[src/rtl/sir_clkdiv_pkg.sv]
package sir_clkdiv_pkg;

    localparam int REG_W      = 16;
    localparam int FRAC_W     = 4;
    localparam int FRAC_LSB   = 4;
    localparam int IR_CNT_W   = 4;
    localparam int UART_CNT_W = 8;
    localparam int OVS        = 16;

    localparam int OVS_SH     = $clog2(OVS);
    localparam int IR_LEN_W   = IR_CNT_W + 1;
    localparam int UART_LEN_W = UART_CNT_W + OVS_SH + 1;
    localparam int USED_W     = (UART_CNT_W > FRAC_LSB + FRAC_W) ? UART_CNT_W : FRAC_LSB + FRAC_W;

    typedef enum logic [1:0] {
        ADDR_IR_CNT    = 2'd0,
        ADDR_IR_FRAC   = 2'd1,
        ADDR_UART_CNT  = 2'd2,
        ADDR_UART_FRAC = 2'd3
    } reg_addr_e;

    typedef struct packed {
        logic [IR_CNT_W-1:0] cnt;
        logic [FRAC_W-1:0]   frac;
    } ir_cfg_t;

    typedef struct packed {
        logic [UART_CNT_W-1:0] cnt;
        logic [FRAC_W-1:0]     frac;
    } uart_cfg_t;

    // Base period of the infrared channel in clocks: field + 1
    function automatic logic [IR_LEN_W-1:0] ir_len(input logic [IR_CNT_W-1:0] c);
        return IR_LEN_W'(c) + IR_LEN_W'(1);
    endfunction

    // Base period of the UART channel in clocks: (field + 1) * oversampling
    function automatic logic [UART_LEN_W-1:0] uart_len(input logic [UART_CNT_W-1:0] c);
        return (UART_LEN_W'(c) + UART_LEN_W'(1)) << OVS_SH;
    endfunction

    function automatic logic ir_legal(input logic [IR_CNT_W-1:0] c);
        return c != '0;
    endfunction

endpackage

[src/rtl/sir_clkdiv_regs.sv]
module sir_clkdiv_regs
    import sir_clkdiv_pkg::*;
(
    input  logic             clk,
    input  logic             rst,
    input  logic             wr_en,
    input  logic [1:0]       wr_addr,
    input  logic [REG_W-1:0] wr_data,
    output ir_cfg_t          ir_cfg,
    output uart_cfg_t        uart_cfg,
    output logic             ir_load,
    output logic             uart_load
);

    reg_addr_e addr;
    logic      unused_upper;

    assign addr         = reg_addr_e'(wr_addr);
    assign unused_upper = ^wr_data[REG_W-1:USED_W];

    always_ff @(posedge clk) begin
        if (rst) begin
            ir_cfg   <= '0;
            uart_cfg <= '0;
        end else if (wr_en) begin
            unique case (addr)
                ADDR_IR_CNT:    ir_cfg.cnt    <= wr_data[IR_CNT_W-1:0];
                ADDR_IR_FRAC:   ir_cfg.frac   <= wr_data[FRAC_LSB +: FRAC_W];
                ADDR_UART_CNT:  uart_cfg.cnt  <= wr_data[UART_CNT_W-1:0];
                ADDR_UART_FRAC: uart_cfg.frac <= wr_data[FRAC_LSB +: FRAC_W];
            endcase
        end
    end

    // A write to either register of a channel requests a reload there
    assign ir_load   = wr_en && (addr == ADDR_IR_CNT   || addr == ADDR_IR_FRAC);
    assign uart_load = wr_en && (addr == ADDR_UART_CNT || addr == ADDR_UART_FRAC);

endmodule

[src/rtl/sir_clkdiv_chan.sv]
module sir_clkdiv_chan #(
    parameter int LEN_W  = 5,
    parameter int FRAC_W = 4
) (
    input  logic              clk,
    input  logic              rst,
    input  logic              load_req,
    input  logic [LEN_W-1:0]  prog_len,
    input  logic [FRAC_W-1:0] prog_frac,
    input  logic              prog_ok,
    output logic              tick
);

    logic [LEN_W-1:0]  ctr;
    logic [LEN_W-1:0]  act_len;
    logic [LEN_W-1:0]  use_len;
    logic [FRAC_W-1:0] acc;
    logic [FRAC_W-1:0] act_frac;
    logic [FRAC_W-1:0] use_frac;
    logic [FRAC_W-1:0] use_acc;
    logic [FRAC_W:0]   sum;
    logic              act_ok;
    logic              use_ok;
    logic              pend;
    logic              bnd;

    always_comb begin
        bnd      = (ctr == '0);
        use_len  = pend ? prog_len  : act_len;
        use_frac = pend ? prog_frac : act_frac;
        use_ok   = pend ? prog_ok   : act_ok;
        use_acc  = pend ? '0        : acc;
        sum      = {1'b0, use_acc} + {1'b0, use_frac};
        tick     = bnd & act_ok;
    end

    always_ff @(posedge clk) begin
        if (rst) begin
            ctr      <= '0;
            acc      <= '0;
            act_len  <= '0;
            act_frac <= '0;
            act_ok   <= 1'b0;
            pend     <= 1'b1;
        end else if (bnd) begin
            act_len  <= use_len;
            act_frac <= use_frac;
            act_ok   <= use_ok;
            pend     <= load_req;
            if (use_ok) begin
                // carry out of the phase accumulator stretches this period
                ctr <= use_len - LEN_W'(1) + LEN_W'(sum[FRAC_W]);
                acc <= sum[FRAC_W-1:0];
            end else begin
                ctr <= '0;
                acc <= '0;
            end
        end else begin
            ctr  <= ctr - LEN_W'(1);
            pend <= pend | load_req;
        end
    end

endmodule

[src/rtl/sir_clkdiv.sv]
module sir_clkdiv
    import sir_clkdiv_pkg::*;
(
    input  logic        clk,
    input  logic        rst,
    input  logic        wr_en,
    input  logic [1:0]  wr_addr,
    input  logic [15:0] wr_data,
    output logic        ir_tick,
    output logic        uart_tick,
    output logic        cfg_err
);

    ir_cfg_t   ir_cfg;
    uart_cfg_t uart_cfg;
    logic      ir_load;
    logic      uart_load;
    logic      ir_ok;

    sir_clkdiv_regs u_regs (
        .clk      (clk),
        .rst      (rst),
        .wr_en    (wr_en),
        .wr_addr  (wr_addr),
        .wr_data  (wr_data),
        .ir_cfg   (ir_cfg),
        .uart_cfg (uart_cfg),
        .ir_load  (ir_load),
        .uart_load(uart_load)
    );

    assign ir_ok   = ir_legal(ir_cfg.cnt);
    assign cfg_err = !ir_ok;

    sir_clkdiv_chan #(.LEN_W(IR_LEN_W), .FRAC_W(FRAC_W)) u_ir (
        .clk      (clk),
        .rst      (rst),
        .load_req (ir_load),
        .prog_len (ir_len(ir_cfg.cnt)),
        .prog_frac(ir_cfg.frac),
        .prog_ok  (ir_ok),
        .tick     (ir_tick)
    );

    sir_clkdiv_chan #(.LEN_W(UART_LEN_W), .FRAC_W(FRAC_W)) u_uart (
        .clk      (clk),
        .rst      (rst),
        .load_req (uart_load),
        .prog_len (uart_len(uart_cfg.cnt)),
        .prog_frac(uart_cfg.frac),
        .prog_ok  (1'b1),
        .tick     (uart_tick)
    );

endmodule

[config.mk]
export PLATFORM = sky130hd
export DESIGN_NAME = sir_clkdiv
export DESIGN_NICKNAME = d
export VERILOG_FILES = /design/src/rtl/sir_clkdiv_pkg.sv /design/src/rtl/sir_clkdiv_regs.sv /design/src/rtl/sir_clkdiv_chan.sv /design/src/rtl/sir_clkdiv.sv
export SDC_FILE = /design/constraint.sdc
export NUM_CORES = 1
export LEC_CHECK = 0
export BUFFER_PORTS_ARGS = -buffer_cell sky130_fd_sc_hd__buf_2
export CAP_MARGIN = 20
export CORE_AREA = 10 10 85 124
export DETAILED_ROUTE_END_ITERATION = 7
export DIE_AREA = 0 0 95 134
export GPL_ROUTABILITY_DRIVEN = 0
export GPL_TIMING_DRIVEN = 0
export PLACE_DENSITY = 0.67
export SKIP_LAST_GASP = 1
export SLEW_MARGIN = 25
export SYNTH_ARGS = -nofsm -noshare
export SYNTH_HDL_FRONTEND = slang
export SYNTH_SLANG_ARGS = --single-unit
[constraint.sdc]
create_clock -name clk -period 5.62 [get_ports clk]
set_clock_uncertainty 0.2 [all_clocks]
set_input_delay 0 -clock clk [delete_from_list [all_inputs] [get_ports clk]]
set_output_delay 0 -clock clk [all_outputs]
set_load 0.03 [all_outputs]
==> results.json <==
{
  "clkLatencyLatePin_ns": 0.34,
  "crit_slowest_cell": "dfxtp_1",
  "seq_area_frac_synth_pct": 37.1,
  "hold_viol": 0,
  "postRouteAntennaNets": 0,
  "overflow": 0,
  "htreeDepth": 3,
  "cp_num_buf_inv": 5,
  "synth_commonest_cells": "dfxtp_1 (76), nand2_1 (62), nor2_1 (62)",
  "area_delta_synth_final_pct": 17.9,
  "start_kind": "register",
  "grt_usage_pct": 16.8,
  "cts_made_buffers": 9,
  "hold_class": "in -> reg",
  "crit_family": "compound AO/OA/AOI/OAI gates",
  "io_pins": 24,
  "cts-root-buf": "clkbuf_16",
  "finalSetupViolCount": 0,
  "yosysTopAreaCell": "dfxtp_1",
  "row_count": 41,
  "slew_viol_final": 0,
  "core-area_um2": 8310,
  "dpl_cell_area_um2": 4300,
  "netlist_instances": 495,
  "crit_arrival_ns": 4.09,
  "fin_tns_setup_ns": 0,
  "post_cts.repair.setup_buffers": 0,
  "max_stage_delay_ns": 0.40,
  "synth_warnings": 0,
  "period_needed_ns": 4.06,
  "grt_max_degree": 14,
  "grt_pass1_wl_mm": 16.9,
  "peakVddDrop_uv": 325,
  "ys_types": 57,
  "drive_gt1_share_pct": 10.6,
  "placement.io_buffers": 13,
  "antenna_found_initial": 0,
  "route.detailed.drc": 0,
  "leakage_nw": 1.95,
  "drt_iter0_markers": 170,
  "diodes": 0,
  "initial_core_util_pct": 49.3,
  "fin_nets": 575,
  "die_w_um": 95,
  "dp_hpwl_mm": 7.60,
  "maxCapViolCount": 0,
  "cts_resized": 0,
  "postCtsHoldBufs": 16,
  "dieArea_um2": 12700,
  "synth.avg_cell_area_um2": 8.28,
  "synth_edf_count": 0,
  "wl_met3_um": 431,
  "regArea_um2": 1520,
  "wl_mm": 10.2,
  "n_fill_cell": 772,
  "synth_fp_nets": 535,
  "worst_pin_slew_ns": 0.565,
  "crit_path_end_kind": "register",
  "synth_area_um2": 4100,
  "finalPower_mw": 2.18,
  "crit_type": "reg -> reg",
  "dieHeight_um": 134,
  "yosysMostFrequentCell": "dfxtp_1",
  "outcome": "finished clean",
  "clkTransAtPathRegs_ns": 0.06,
  "crit_chain": "buf_4, buf_2, buf_2, mux2_2, ha_1, inv_1, fa_1, inv_1, a21o_1, a21oi_1, ha_1, o21ai_0, a2111oi_2, o211ai_1, xor2_1, o22ai_1",
  "cts.path.max_buffers": 2,
  "critPathMaxFanout": 10,
  "wl_met2_mm": 5.38,
  "routed.top_layer": "met4",
  "synth_top_area_share_pct": 37.1,
  "fmax_mhz": 246,
  "ys_ff_latch": 76,
  "slew_headroom_pct": 61.2,
  "via_count": 3645,
  "cts_num_sinks": 76,
  "drtPass1Iterations": 6,
  "synth.area.top_cells": "dfxtp_1 (37%), a21oi_1 (5.7%), nand2_1 (5.7%)",
  "wl_per_cell_um": 15.7,
  "wl_met1_mm": 4.07,
  "synthArstFlopShare_pct": 0,
  "rsz0062_at_grt": "false",
  "fin_crit_sh_pct": 72.3,
  "multi_input_area_um2": 2410,
  "cts_tree": "done",
  "powerDensity_nw_per_um2": 452,
  "finalInstanceArea_um2": 4830,
  "grt_pass1_vias": 3566,
  "avgViaCountPerCell": 5.63,
  "worstPathRequired_ns": 5.65,
  "synthFlopType": "dfxtp_1"
}
metal layers:
metal | global-route usage [%] | vias to the layer above
met5 | 0 | -
met2 | 30.5 | 108
met3 | 3.35 | 29
met4 | 8.43 | 0
met1 | 17.4 | 1708
li1 | - | 1800
stage by stage:
step,std cells,util (%),hold WS (ns),worst slack (ns)
after floorplan,495,-,-0.0777,2.16
after global placement,615,51.7,0.0671,1.60
after detailed placement,615,51.7,0.0709,1.58
after CTS,647,58.1,0.0994,1.55
after global routing,647,58.1,0.174,1.31
final,647,58.1,0.101,1.56
power breakdown:
group	total [mW]	internal [mW]	switching, mW
clock network	0.719	0.490	0.229
registers	0.702	0.627	0.0754
logic	0.761	0.296	0.465
logic make-up after synthesis:
group	Yosys count	synth area share, %
DFF	76	37.1
muxes	24	6.11
adders and majority gates	19	6.17
xor gates and xnor gates	29	6.20
AOI/OAI and AO/OA	103	16.5
buffers and inverters	42	4.03
and+or+nand+nor	202	23.9
final cells by class:
class,count,share of cell area (%)
multi-input combinational,377,49.9
sequential,76,31.5
clock buffer,10,4.95
timing repair buffer,29,4.66
clock inverter,6,2.80
tap,107,2.77
buffer,23,1.94
inverter,19,1.48
layout by cell type (no fill, tap or decap), types with 15 or more instances in the layout:
cell	count
a21oi_1	47
buf_2	16
clkbuf_1	16
dfxtp_1	76
dlygate4sd3_1	16
ha_1	17
inv_1	19
mux2i_1	16
nand2_1	62
nand3_1	15
nor2_1	62
xnor2_1	17
worst reg2reg max path, stage by stage, from the launching register on:
cell and delay [ns]:
dfxtp_1 0.40, buf_4 0.21, buf_2 0.24, buf_2 0.29, mux2_2 0.39, ha_1 0.23, inv_1 0.07, fa_1 0.15
inv_1 0.06, a21o_1 0.16, a21oi_1 0.20, ha_1 0.33, o21ai_0 0.20, a2111oi_2 0.37, o211ai_1 0.15, xor2_1 0.20
o22ai_1 0.10
registers in the layout, indices dropped and copies added, names as in the netlist, 5 cells and up:
| register | cells |
|---|---|
| u_uart.act_len | 13 |
| u_ir.ctr | 5 |
| u_ir.act_len | 5 |
| u_regs.uart_cfg | 12 |
| u_regs.ir_cfg | 8 |
| u_uart.ctr | 13 |
path summary, 6_finish.rpt:
check / start / end / depth (start not counted) / slack (ns)
max: u_uart.pend$_SDFF_PP1_ / u_uart.ctr[11]$_SDFF_PP0_ / 16 / 1.56
min: rst / u_uart.ctr[11]$_SDFF_PP0_ / 4 / 0.10
max reg2reg: u_uart.pend$_SDFF_PP1_ / u_uart.ctr[11]$_SDFF_PP0_ / 16 / 1.56
min reg2reg: u_uart.acc[0]$_SDFFE_PP0P_ / u_uart.acc[0]$_SDFFE_PP0P_ / 2 / 0.25
Note: power is estimated with default switching activity, not from simulation.
